--- src/rtl/asp_pkg.sv ---
`timescale 1ns/1ps
package asp_pkg;

  typedef enum logic [1:0] {
    SRC_PINS   = 2'd0,
    SRC_GEN    = 2'd1,
    SRC_FOLLOW = 2'd2,
    SRC_SPARE  = 2'd3
  } clk_src_e;

  localparam logic [1:0] SZ_MUTE = 2'b11;

  typedef struct packed {
    logic       ok;
    logic [7:0] idx;
  } slot_map_t;

  // bit clocks in one word-clock half
  function automatic logic [5:0] half_bits(input logic [2:0] code);
    case (code)
      3'b100:  half_bits = 6'd32;
      3'b010:  half_bits = 6'd24;
      default: half_bits = 6'd16;
    endcase
  endfunction

  // channel word length for the right-justified framing
  function automatic logic [5:0] word_bits(input logic [1:0] code);
    case (code)
      2'b00:   word_bits = 6'd16;
      2'b01:   word_bits = 6'd18;
      default: word_bits = 6'd20;
    endcase
  endfunction

endpackage

--- src/rtl/asp_clk_gen.sv ---
`timescale 1ns/1ps
module asp_clk_gen #(
  parameter int DIV_W = 8,
  parameter int CNT_W = 6
) (
  input  logic             clk,
  input  logic             rst_n,
  input  logic             en,
  input  logic [DIV_W-1:0] div,
  input  logic [CNT_W-1:0] half,
  output logic             gen_bclk,
  output logic             gen_wclk
);

  logic [DIV_W-1:0] dcnt_q, dcnt_d;
  logic [CNT_W-1:0] bcnt_q, bcnt_d;
  logic             bclk_q, bclk_d;
  logic             wclk_q, wclk_d;
  logic             tick, fall;

  always_comb begin
    tick   = en && (dcnt_q >= div);
    fall   = tick && bclk_q;
    dcnt_d = dcnt_q;
    bcnt_d = bcnt_q;
    bclk_d = bclk_q;
    wclk_d = wclk_q;
    if (!en) begin
      dcnt_d = '0;
      bcnt_d = '0;
      bclk_d = 1'b0;
      wclk_d = 1'b0;
    end else begin
      if (tick) begin
        dcnt_d = '0;
        bclk_d = ~bclk_q;
      end else begin
        dcnt_d = dcnt_q + 1'b1;
      end
      if (fall) begin
        if ((bcnt_q + 1'b1) >= half) begin
          bcnt_d = '0;
          wclk_d = ~wclk_q;
        end else begin
          bcnt_d = bcnt_q + 1'b1;
        end
      end
    end
  end

  always_ff @(posedge clk or negedge rst_n) begin
    if (!rst_n) begin
      dcnt_q <= '0;
      bcnt_q <= '0;
      bclk_q <= 1'b0;
      wclk_q <= 1'b0;
    end else begin
      dcnt_q <= dcnt_d;
      bcnt_q <= bcnt_d;
      bclk_q <= bclk_d;
      wclk_q <= wclk_d;
    end
  end

  assign gen_bclk = bclk_q;
  assign gen_wclk = wclk_q;

  // word clock may only move together with a falling bit clock
  assert_wclk_on_fall_R9: assert property (@(posedge clk) disable iff (!rst_n)
    (en && $past(en) && !$stable(wclk_q)) |-> $fell(bclk_q));

endmodule

--- src/rtl/asp_clk_front.sv ---
`timescale 1ns/1ps
module asp_clk_front #(
  parameter int SYNC_STAGES = 2
) (
  input  logic       clk,
  input  logic       rst_n,
  input  logic [1:0] src,
  input  logic       bclk_inv,
  input  logic       wclk_inv,
  input  logic       pin_bclk,
  input  logic       pin_wclk,
  input  logic       sib_bclk,
  input  logic       sib_wclk,
  input  logic       gen_bclk,
  input  logic       gen_wclk,
  input  logic       sdata_pin,
  output logic       bclk_rise,
  output logic       bclk_fall,
  output logic       wclk_lvl,
  output logic       sdata_lvl
);
  import asp_pkg::*;

  localparam int NSIG = 3;     // {data, word clock, bit clock}
  localparam int LAST = SYNC_STAGES - 1;

  logic [NSIG-1:0] raw;
  logic [NSIG-1:0] stg_q [SYNC_STAGES];
  logic            bprev_q;
  logic            sel_b, sel_w;

  always_comb begin
    case (clk_src_e'(src))
      SRC_GEN:    begin sel_b = gen_bclk; sel_w = gen_wclk; end
      SRC_FOLLOW: begin sel_b = sib_bclk; sel_w = sib_wclk; end
      default:    begin sel_b = pin_bclk; sel_w = pin_wclk; end
    endcase
    raw = {sdata_pin, sel_w ^ wclk_inv, sel_b ^ bclk_inv};
  end

  for (genvar s = 0; s < SYNC_STAGES; s++) begin : g_sync
    if (s == 0) begin : g_first
      always_ff @(posedge clk or negedge rst_n) begin
        if (!rst_n) stg_q[s] <= '0;
        else        stg_q[s] <= raw;
      end
    end else begin : g_next
      always_ff @(posedge clk or negedge rst_n) begin
        if (!rst_n) stg_q[s] <= '0;
        else        stg_q[s] <= stg_q[s-1];
      end
    end
  end

  always_ff @(posedge clk or negedge rst_n) begin
    if (!rst_n) bprev_q <= 1'b0;
    else        bprev_q <= stg_q[LAST][0];
  end

  assign bclk_rise = stg_q[LAST][0] & ~bprev_q;
  assign bclk_fall = ~stg_q[LAST][0] & bprev_q;
  assign wclk_lvl  = stg_q[LAST][1];
  assign sdata_lvl = stg_q[LAST][2];

endmodule

--- src/rtl/asp_frame_engine.sv ---
`timescale 1ns/1ps
module asp_frame_engine #(
  parameter int LANE_W = 20,
  parameter int POS_W  = 6,
  localparam int SMP_W = 2 * LANE_W
) (
  input  logic             clk,
  input  logic             rst_n,
  input  logic             bclk_rise,
  input  logic             bclk_fall,
  input  logic             wclk_lvl,
  input  logic             sdata_lvl,
  input  logic [1:0]       cfg_size,
  input  logic             cfg_eiaj,
  input  logic [2:0]       cfg_frame,
  input  logic [SMP_W-1:0] tx_sample,
  output logic [SMP_W-1:0] rx_sample,
  output logic             frame_stb,
  output logic             sdata_o
);
  import asp_pkg::*;

  logic [POS_W-1:0] pos_q, pos_d;
  logic             ch_left_q, ch_left_d;
  logic             wc_last_q, wc_last_d;
  logic [SMP_W-1:0] tx_hold_q, tx_hold_d;
  logic [SMP_W-1:0] acc_q, acc_d;
  logic [SMP_W-1:0] rx_q, rx_d;
  logic             stb_q, stb_d;
  logic             sd_q, sd_d;

  logic             mute, new_half, left_now, start_left;
  logic [5:0]       half_len, word_len;
  logic [SMP_W-1:0] src_word, lane_sh, mask;
  logic [LANE_W-1:0] lane_word;
  slot_map_t        tx_map, rx_map;
  logic             tx_bit;

  // where a bit position of a half lands inside the 20-bit lane
  function automatic slot_map_t map_slot(input logic [POS_W-1:0] p,
                                         input logic [5:0] h,
                                         input logic [5:0] w,
                                         input logic eiaj);
    slot_map_t m;
    int pi, k;
    pi = int'(p);
    m  = '0;
    if (!eiaj) begin
      if (pi >= 1 && pi <= LANE_W) begin
        m.ok  = 1'b1;
        m.idx = 8'(LANE_W - pi);
      end
    end else begin
      k = pi - (int'(h) - int'(w));
      if (k >= 0 && k < int'(w)) begin
        m.ok  = 1'b1;
        m.idx = 8'(LANE_W - 1 - k);
      end
    end
    return m;
  endfunction

  always_comb begin
    mute       = (cfg_size == SZ_MUTE);
    half_len   = half_bits(cfg_frame);
    word_len   = word_bits(cfg_size);
    new_half   = bclk_fall && (wclk_lvl != wc_last_q);
    left_now   = cfg_eiaj ? wclk_lvl : ~wclk_lvl;
    start_left = new_half && left_now;

    wc_last_d = bclk_fall ? wclk_lvl : wc_last_q;
    if (new_half)                        pos_d = '0;
    else if (bclk_fall && pos_q != '1)   pos_d = pos_q + 1'b1;
    else                                 pos_d = pos_q;
    ch_left_d = new_half ? left_now : ch_left_q;

    // transmit side: the bit for the position that starts now
    src_word  = start_left ? tx_sample : tx_hold_q;
    lane_word = ch_left_d ? src_word[SMP_W-1:LANE_W] : src_word[LANE_W-1:0];
    tx_map    = map_slot(pos_d, half_len, word_len, cfg_eiaj);
    tx_bit    = tx_map.ok && !mute && lane_word[tx_map.idx[$clog2(LANE_W)-1:0]];
    sd_d      = bclk_fall ? tx_bit : sd_q;
    tx_hold_d = start_left ? tx_sample : tx_hold_q;

    // receive side: place the bit taken on the rising edge
    rx_map  = map_slot(pos_q, half_len, word_len, cfg_eiaj);
    lane_sh = SMP_W'(rx_map.idx) + (ch_left_q ? SMP_W'(LANE_W) : '0);
    mask    = SMP_W'(1) << lane_sh;
    acc_d   = acc_q;
    if (start_left) begin
      acc_d = '0;
    end else if (bclk_rise && rx_map.ok && !mute) begin
      acc_d = sdata_lvl ? (acc_q | mask) : (acc_q & ~mask);
    end
    rx_d  = start_left ? (mute ? '0 : acc_q) : rx_q;
    stb_d = start_left;
  end

  always_ff @(posedge clk or negedge rst_n) begin
    if (!rst_n) begin
      pos_q     <= '0;
      ch_left_q <= 1'b0;
      wc_last_q <= 1'b0;
      tx_hold_q <= '0;
      acc_q     <= '0;
      rx_q      <= '0;
      stb_q     <= 1'b0;
      sd_q      <= 1'b0;
    end else begin
      pos_q     <= pos_d;
      ch_left_q <= ch_left_d;
      wc_last_q <= wc_last_d;
      tx_hold_q <= tx_hold_d;
      acc_q     <= acc_d;
      rx_q      <= rx_d;
      stb_q     <= stb_d;
      sd_q      <= sd_d;
    end
  end

  assign rx_sample = rx_q;
  assign frame_stb = stb_q;
  assign sdata_o   = sd_q;

  assert_stb_single_R6: assert property (@(posedge clk) disable iff (!rst_n)
    stb_q |=> !stb_q);

  assert_stb_in_left_R6: assert property (@(posedge clk) disable iff (!rst_n)
    stb_q |-> ch_left_q);

  assert_tx_moves_on_fall_R7: assert property (@(posedge clk) disable iff (!rst_n)
    !bclk_fall |=> $stable(sd_q));

  assert_mute_tx_R5: assert property (@(posedge clk) disable iff (!rst_n)
    (bclk_fall && mute) |=> !sd_q);

  assert_mute_rx_R5: assert property (@(posedge clk) disable iff (!rst_n)
    (stb_q && $past(mute)) |-> (rx_q == '0));

endmodule

--- src/rtl/audio_serial_port.sv ---
`timescale 1ns/1ps
module audio_serial_port #(
  parameter int LANE_W      = 20,
  parameter int DIV_W       = 8,
  parameter int SYNC_STAGES = 2,
  parameter int POS_W       = 6,
  localparam int SMP_W      = 2 * LANE_W
) (
  input  logic             clk,
  input  logic             rst_n,
  input  logic [1:0]       cfg_size,
  input  logic             cfg_eiaj,
  input  logic [2:0]       cfg_frame,
  input  logic             cfg_bclk_inv,
  input  logic             cfg_wclk_inv,
  input  logic [1:0]       cfg_src,
  input  logic [DIV_W-1:0] cfg_div,
  input  logic             bclk_i,
  input  logic             wclk_i,
  input  logic             sib_bclk_i,
  input  logic             sib_wclk_i,
  input  logic             sdata_i,
  output logic             sdata_o,
  output logic             bclk_o,
  output logic             wclk_o,
  output logic             clk_drive_o,
  input  logic [SMP_W-1:0] tx_sample,
  output logic [SMP_W-1:0] rx_sample,
  output logic             frame_stb
);
  import asp_pkg::*;

  logic gen_en, gen_bclk, gen_wclk;
  logic b_rise, b_fall, w_lvl, d_lvl;

  assign gen_en = (clk_src_e'(cfg_src) == SRC_GEN);

  asp_clk_gen #(.DIV_W(DIV_W), .CNT_W(6)) u_gen (
    .clk      (clk),
    .rst_n    (rst_n),
    .en       (gen_en),
    .div      (cfg_div),
    .half     (half_bits(cfg_frame)),
    .gen_bclk (gen_bclk),
    .gen_wclk (gen_wclk)
  );

  asp_clk_front #(.SYNC_STAGES(SYNC_STAGES)) u_front (
    .clk       (clk),
    .rst_n     (rst_n),
    .src       (cfg_src),
    .bclk_inv  (cfg_bclk_inv),
    .wclk_inv  (cfg_wclk_inv),
    .pin_bclk  (bclk_i),
    .pin_wclk  (wclk_i),
    .sib_bclk  (sib_bclk_i),
    .sib_wclk  (sib_wclk_i),
    .gen_bclk  (gen_bclk),
    .gen_wclk  (gen_wclk),
    .sdata_pin (sdata_i),
    .bclk_rise (b_rise),
    .bclk_fall (b_fall),
    .wclk_lvl  (w_lvl),
    .sdata_lvl (d_lvl)
  );

  asp_frame_engine #(.LANE_W(LANE_W), .POS_W(POS_W)) u_engine (
    .clk       (clk),
    .rst_n     (rst_n),
    .bclk_rise (b_rise),
    .bclk_fall (b_fall),
    .wclk_lvl  (w_lvl),
    .sdata_lvl (d_lvl),
    .cfg_size  (cfg_size),
    .cfg_eiaj  (cfg_eiaj),
    .cfg_frame (cfg_frame),
    .tx_sample (tx_sample),
    .rx_sample (rx_sample),
    .frame_stb (frame_stb),
    .sdata_o   (sdata_o)
  );

  assign bclk_o      = gen_bclk;
  assign wclk_o      = gen_wclk;
  assign clk_drive_o = gen_en;

  // receive edges only come from a moving bit clock
  assert_edges_need_toggle_R7: assert property (@(posedge clk) disable iff (!rst_n)
    b_rise |=> !b_rise);

endmodule

--- config.mk ---
export PLATFORM = sky130hd
export DESIGN_NAME = audio_serial_port
export DESIGN_NICKNAME = d
export VERILOG_FILES = /design/src/rtl/asp_pkg.sv /design/src/rtl/asp_clk_gen.sv /design/src/rtl/asp_clk_front.sv /design/src/rtl/asp_frame_engine.sv /design/src/rtl/audio_serial_port.sv
export SDC_FILE = /design/constraint.sdc
export NUM_CORES = 1
export LEC_CHECK = 0
export BUFFER_PORTS_ARGS = -buffer_cell sky130_fd_sc_hd__buf_2
export CORE_UTILIZATION = 64
export CTS_CLUSTER_DIAMETER = 150
export DETAILED_ROUTE_END_ITERATION = 10
export PLACE_DENSITY = 0.91
export SETUP_SLACK_MARGIN = 0.15
export SYNTH_ARGS = -nofsm -noshare
export SYNTH_HDL_FRONTEND = slang
export SYNTH_SLANG_ARGS = --single-unit
--- constraint.sdc ---
create_clock -name clk -period 11.1 [get_ports clk]
set_input_delay 0.555 -clock clk [delete_from_list [all_inputs] [get_ports clk]]
set_output_delay 0.555 -clock clk [all_outputs]
set_load 0.01 [all_outputs]
---- Word level (Yosys, flattened, before mapping) ----
Cells that the tools add are included.
storage, ports and cells
  input port bits ......................... 65
  bits in registers ....................... 153
  word-level logic and storage cells ...... 111
  output and inout port bits .............. 45
operators by class
  bitwise gates (word level) .............. 12
  reductions and logical operators ........ 17
  shift-type cells ........................ 1
  mux-type cells .......................... 33
  $lt $le $gt $ge ......................... 11
  $add $sub $neg .......................... 11
  eq/ne operators ......................... 11
operator list
  cell                                                                 number
  2-to-1 mux 40 bit                                                    5
  greater-or-equal comparator 32 x 1 -> 1 bit (second input constant)  2
  < comparator 32 x 6 -> 1 bit                                         2
  2-to-1 mux 9 bit                                                     6
  adder 8 x 40 -> 40 bit                                               1
  bitwise AND 40 bit                                                   1
  NOT 40 bit                                                           1
  OR 40 bit                                                            1
  << shifter 1 x 40 -> 40 bit (first input constant)                   1
  2-to-1 mux 6 bit                                                     5
  2-to-1 mux 20 bit                                                    1
  2-to-1 mux 8 bit                                                     2
  subtractor 6 x 8 -> 8 bit (first input constant)                     2
  subtractor 7 x 7 -> 8 bit                                            2
  subtractor 5 x 6 -> 7 bit (first input constant)                     2
  logical AND 1 bit                                                    13
  adder 6 x 1 -> 6 bit (second input constant)                         2
  greater-or-equal comparator 6 x 1 -> 1 bit (second input constant)   2
  <= comparator 6 x 5 -> 1 bit (second input constant)                 2
  one-hot mux 6 bit (2 select lines)                                   1
  adder 8 x 1 -> 8 bit (second input constant)                         1
  greater-or-equal comparator 8 bit                                    1
  2-to-1 mux 1 bit                                                     8
  subtractor 6 x 5 -> 7 bit                                            1
  20 further kinds                                                     31

---- Depth between registers and ports, before layout ----
  depth in word-level cells ............... 15
  gate-level depth with buffers ........... 23
  gate-level depth less buffers ........... 21

---- Cells and area by module ----
A second synthesis with hierarchy kept.
unflattened totals
  cells, all modules ...................... 988
  area, all modules ....................... 8997.4 um2
by module, submodules not included
  module             times used  cells each  area each (um2)  sequential area each (um2)
  asp_frame_engine   1           842         7554.7           3253.1
  asp_clk_gen        1           120         1134.8           400.4
  asp_clk_front      1           21          274.0            175.2
  audio_serial_port  1           5           33.8             0.0

---- Worst setup path after synthesis ----
No wires, ideal clock.
  path kind ............................... reg2reg
  start point ............................. register u_engine.pos_q[1]
  end point ............................... register u_engine.sd_q, in the netlist u_engine.sdata_o
  path buffers ............................ 2
  setup time .............................. 0.129 ns
  data required time ...................... 10.971 ns
  data arrival time ....................... 5.036 ns
  path slack .............................. 5.935 ns
  cell stages (with the launch flop) ...... 23
  clock period less this slack ............ 5.165 ns
  cell sequence ........................... dfrtp_1 > ha_1 > nand2_1 > o21ai_0 > mux2i_1 > or2_2 > ha_1 > fa_1 > inv_1 > ha_1 > nand2b_1 > and3b_1 > a21oi_1 > a211o_1 > o211ai_1 > o21a_1 > buf_6 > a21o_1 > buf_6 > mux2_1 > mux4_2 > and2_0 > o41a_1
between the ends
  word-level cells in the longest chain between the ends .. 12
  elaborated cells on any way between the ends .. 21
  classes of those cells .................. add/sub: 4; order compare: 4; eq/ne: 1; mux: 7; reduce/logical: 5
ends and longest elaborated chain
  item                                                                                                RTL line                 RTL
  start, declared                                                                                     asp_frame_engine.sv:23   logic [POS_W-1:0] pos_q, pos_d;
  start signal, assigned                                                                              asp_frame_engine.sv:110  pos_q <= pos_d;
  branches (longest 2 deep; another with adder 6 x 1 -> 6 bit)                                        -
  2-to-1 mux 6 bit *                                                                                  asp_frame_engine.sv:73   else if (bclk_fall && pos_q != '1) pos_d = pos_q + 1'b1;
  2-to-1 mux 6 bit *                                                                                  asp_frame_engine.sv:72   if (new_half) pos_d = '0;
  subtractor 7 x 7 -> 8 bit                                                                           asp_frame_engine.sv:54   k = pi - (int'(h) - int'(w));
  greater-or-equal comparator 32 x 1 -> 1 bit / < comparator 32 x 6 -> 1 bit (equally long branches)  asp_frame_engine.sv:55   if (k >= 0 && k < int'(w)) begin
  logical AND 1 bit                                                                                   asp_frame_engine.sv:55
  2-to-1 mux 9 bit                                                                                    asp_frame_engine.sv:55
  2-to-1 mux 9 bit *                                                                                  asp_frame_engine.sv:48   if (!eiaj) begin
  binary-select mux 1 bit (select 5 bit)                                                              asp_frame_engine.sv:81   tx_bit = tx_map.ok && !mute && lane_word[tx_map.idx[$clog2(LANE_W)-1:0]];
  2-to-1 mux 1 bit (implied by the code)                                                              asp_frame_engine.sv:81
  logical AND 1 bit *                                                                                 asp_frame_engine.sv:81
  end signal, assigned                                                                                asp_frame_engine.sv:108  sd_q <= 1'b0;
  end signal, assigned                                                                                asp_frame_engine.sv:117  sd_q <= sd_d;
  end, declared                                                                                       asp_frame_engine.sv:30   logic sd_q, sd_d;
Every way passes the cells marked *. The select of a mux whose other input is x is not followed.
A chain may end at the register's enable or synchronous reset.

---- Worst setup path after layout ----
  start point ............................. register u_engine.pos_q[0]
  end point ............................... register u_engine.sd_q, in the netlist u_engine.sdata_o
Same word-level chain as after synthesis.

==> results.sh <==
export IMPL_layout_nets=1247
export IMPL_pwr_share_comb=0.415
export IMPL_port_buffers=109
export IMPL_grt_pass1_vias=7584
export IMPL_syn_inst=1055
export IMPL_reg2reg_to="u_engine.sdata_o$_DFFE_PN0P_"
export IMPL_cts_buffers_inserted=17
export IMPL_cts_sinks=153
export IMPL_slew_headroom=0.186
export IMPL_worst_pin_slew_ns=1.21
export IMPL_cts_resized=0
export IMPL_stdcell_area_um2=10400
export IMPL_cp_cell_sequence="ha_1 > nand2_1 > o21ai_0 > mux2i_1 > or2_2 > ha_1 > fa_1 > inv_1 > ha_1 > nand2b_1 > and3b_1 > a21oi_1 > a211o_1 > o211ai_1 > o21a_1 > a21o_1 > mux2_1 > mux4_2 > and2_0 > o41a_1"
export IMPL_path_buf_inv=1
export IMPL_synth_area_leaders="dfrtp_1 42%, nand2_1 11%, ha_1 5.3%"
export IMPL_rsz0062_at_grt="false"
export IMPL_slew_viol_final=0
export IMPL_htreeDepth=4
export IMPL_num_rows=43
export IMPL_gr_total_overflow=0
export IMPL_wl_per_cell_um=17.1
export IMPL_via_per_inst=6.12
export IMPL_yosysSeqAreaShare=0.417
export IMPL_worst_path_most_repeated_cell="ha_1"
export IMPL_first_iter_violations=808
export IMPL_setup_violations_final=0
export IMPL_post_place_ws_ns=4.95
export IMPL_cts_hold_buf=0
export IMPL_cts_root_buf="clkbuf_16"
export IMPL_layout_drive_gt1_share=0.156
export IMPL_ys_seq_elements=153
export IMPL_cts_tree="built"
export IMPL_tns_ns=0
export IMPL_hpwl_mm=15.3
export IMPL_synth_distinct_cells=87
export IMPL_grt_usage=0.317
export IMPL_ff2ff_setup_slack_ns=4.86
export IMPL_path_clk_slew_ns=0.07
export IMPL_synth_ff_type="dfrtp_1"
export IMPL_worstHoldPathType="in -> async"
export IMPL_cpMaxStageDelayCell="a21o_1"
export IMPL_post_cts_buffers=0
export IMPL_critical_path_arrival_ns=6.54
export IMPL_setup_ws_ns=4.86
export IMPL_required_ns=11.40
export IMPL_netlist_area_leader_share=0.417
export IMPL_r2r_start="u_engine.pos_q[0]$_DFF_PN0_"
export IMPL_internal_power_mw=1.42
export IMPL_fillerInstances=1001
export IMPL_peakVddDrop_mv=0.155
export IMPL_post_route_period_util=0.562
export IMPL_grt_max_degree=96
export IMPL_p_sw_mw=0.952
export IMPL_syn_num_nets=1161
export IMPL_antenna_found_initial=0
export IMPL_multi_input_area_um2=4980
export IMPL_fp_dieH_um=122
export IMPL_cp_start_kind="flip-flop"
export IMPL_place_area_um2=9790
export IMPL_status="finished, final reports clean"
export IMPL_grt_pass1_wl_mm=36.7
export IMPL_drv_cap=0
export IMPL_worstSetupPathType="reg -> reg"
export IMPL_ant_nets=0
export IMPL_endpoint_kind="flip-flop"
export IMPL_finClkSkew_ns=0.0112
export IMPL_cp_max_fo=16
export IMPL_max_freq_mhz=160
export IMPL_powerDensity_nw_per_um2=228
export IMPL_syn_to_final_growth_pct=13.4
export IMPL_p_sw_frac=0.401
export IMPL_cts_buffer_depth=2
export IMPL_ys_warnings_count=0
export IMPL_seqCellArea_um2=3830
export IMPL_min_period_ns=6.24
export IMPL_core_area_um2=13900
export IMPL_die_area_um2=14800
export IMPL_synth_area_leader_cell="dfrtp_1"
export IMPL_async_flop_share=1.00
export IMPL_vias=8168
export IMPL_n_antenna_cell=0
export IMPL_reg2reg_depth=20
export IMPL_dr_pass1_iters=6
export IMPL_synth_avg_cell_area_um2=8.70
export IMPL_io_pins=110
export IMPL_clkPwrFrac=0.257
export IMPL_die_w_um=122
export IMPL_wl_mm=22.8
export IMPL_cpPeakStageDelay_ns=0.64
export IMPL_clk_latency_ns=0.43
export IMPL_finalHoldViolations=0
export IMPL_p_seq_frac=0.328
export IMPL_synth_edf_count=0
export IMPL_leakagePower_nw=5.34
export IMPL_drc_errors=0
export IMPL_cp_top_family="compound AO/OA/AOI/OAI gates"
export IMPL_start_util=0.659
export IMPL_gp_congestion=0.872
export IMPL_synthesis_area_um2=9180
==> flip-flops by register name (all words and copies together) (netlist names) <==
name / count
u_engine.acc_q: 40
u_engine.ch_left_q: 1
u_engine.frame_stb: 1
u_engine.pos_q: 6
u_engine.rx_sample: 40
u_engine.sdata_o: 1
u_engine.tx_hold_q: 40
u_engine.wc_last_q: 1
u_front.bprev_q: 1
u_front.sdata_lvl: 1
u_front.stg_q: 4
u_front.wclk_lvl: 1
u_gen.bcnt_q: 6
u_gen.dcnt_q: 8
u_gen.gen_bclk: 1
u_gen.gen_wclk: 1
==> cells in the mapped netlist (4+ instances only) <==
cell type,instances
a211o_1,6
a2111oi_0,4
a21o_1,15
o22ai_1,8
mux2_2,4
xnor2_1,18
inv_1,38
nor4_1,10
a211oi_1,5
ha_1,39
and2_1,5
or3_1,8
mux2_1,5
nand3_1,68
o211ai_1,13
o31ai_1,8
o21a_1,9
nor3_1,22
buf_1,5
o21ai_0,21
a21oi_1,29
nor2_1,54
nand4_1,6
and3_1,7
o21ai_1,8
nor2b_1,11
o2111ai_1,4
xor2_1,17
or2_2,7
nand3b_1,5
nand2_1,278
nand2b_1,11
a221o_1,5
clkbuf_1,34
dfrtp_1,153
mux2i_1,30
==> placed cells by master (no fill, tap or decap), drive strengths merged, types with 4 or more instances in the layout <==
cell type and instances:
a211o 6, inv 46, nand2b 11, nor2 56
nand4 6, o211ai 14, nor4 11, o31ai 9
o21ai 30, nand4b 4, xnor2 18, clkbuf 20
xor2 17, mux2 10, nor3 22, o21a 9
a211oi 5, o2111ai 4, nor2b 11, a221o 5
and2 6, o22ai 9, or3 8, buf 114
a21oi 29, or2 10, mux2i 30, nand3 68
a21o 15, dfrtp 153, nand3b 5, and3 7
a2111oi 4, ha 39, nand2 278
==> per-layer routing <==
| layer | vias to the layer above | share of wire | GRT usage |
|---|---|---|---|
| met3 | 60 | 0.070 | 0.0618 |
| met5 | - | 0 | 0 |
| met4 | 0 | 0.022 | 0.107 |
| met1 | 3858 | 0.44 | 0.429 |
| met2 | 382 | 0.47 | 0.510 |
| li1 | 3868 | - | - |
==> worst max path at each step <==
stage	from	to	cells after the start
after floorplan	u_engine.pos_q[1]$_DFF_PN0_	u_engine.sdata_o$_DFFE_PN0P_	22
after detailed placement	u_engine.pos_q[0]$_DFF_PN0_	u_engine.sdata_o$_DFFE_PN0P_	20
after global routing	u_engine.pos_q[0]$_DFF_PN0_	u_engine.sdata_o$_DFFE_PN0P_	20
final	u_engine.pos_q[0]$_DFF_PN0_	u_engine.sdata_o$_DFFE_PN0P_	20
after CTS	u_engine.pos_q[0]$_DFF_PN0_	u_engine.sdata_o$_DFFE_PN0P_	20
after global placement	u_engine.pos_q[0]$_DFF_PN0_	u_engine.sdata_o$_DFFE_PN0P_	20
==> metrics by stage <==
stage / instances / utilization / power [mW] / hold slack (ns)
2_1_floorplan: 1055 / - / 1.48 / 0.259
3_3_place_gp: 1302 / 0.703 / 1.70 / 0.334
3_5_place_dp: 1302 / 0.703 / 1.73 / 0.344
4_1_cts: 1334 / 0.747 / 2.36 / 0.177
5_1_grt: 1334 / 0.747 / 2.52 / 0.215
6_report: 1334 / 0.747 / 2.38 / 0.140
==> cell type report <==
class	instances	area share
multi-input cells	812	0.478
flip-flops and latches	153	0.368
repair buffers	114	0.0566
clock buffers	20	0.0439
well taps	180	0.0216
inverters	43	0.0160
clock inverters	12	0.0157
==> power by group through the flow <==
stage	Combinational, mW	Sequential, mW	Clock (mW)
3_5_place_dp	0.954	0.780	0
6_report	0.986	0.780	0.610
2_1_floorplan	0.712	0.772	0
4_1_cts	0.969	0.776	0.613
3_3_place_gp	0.925	0.774	0
5_1_grt	1.08	0.792	0.640
==> kinds of logic after synthesis <==
family,Yosys count,synth area share
buffers and inverters,90,0.0410
AND/OR/NAND/NOR,513,0.255
AO/OA/AOI/OAI,179,0.141
multiplexers,43,0.0528
adder cells (fa/ha/maj),41,0.0575
flip-flops,153,0.417
XOR/XNOR,36,0.0358
(Power assumes the default switching activity.)
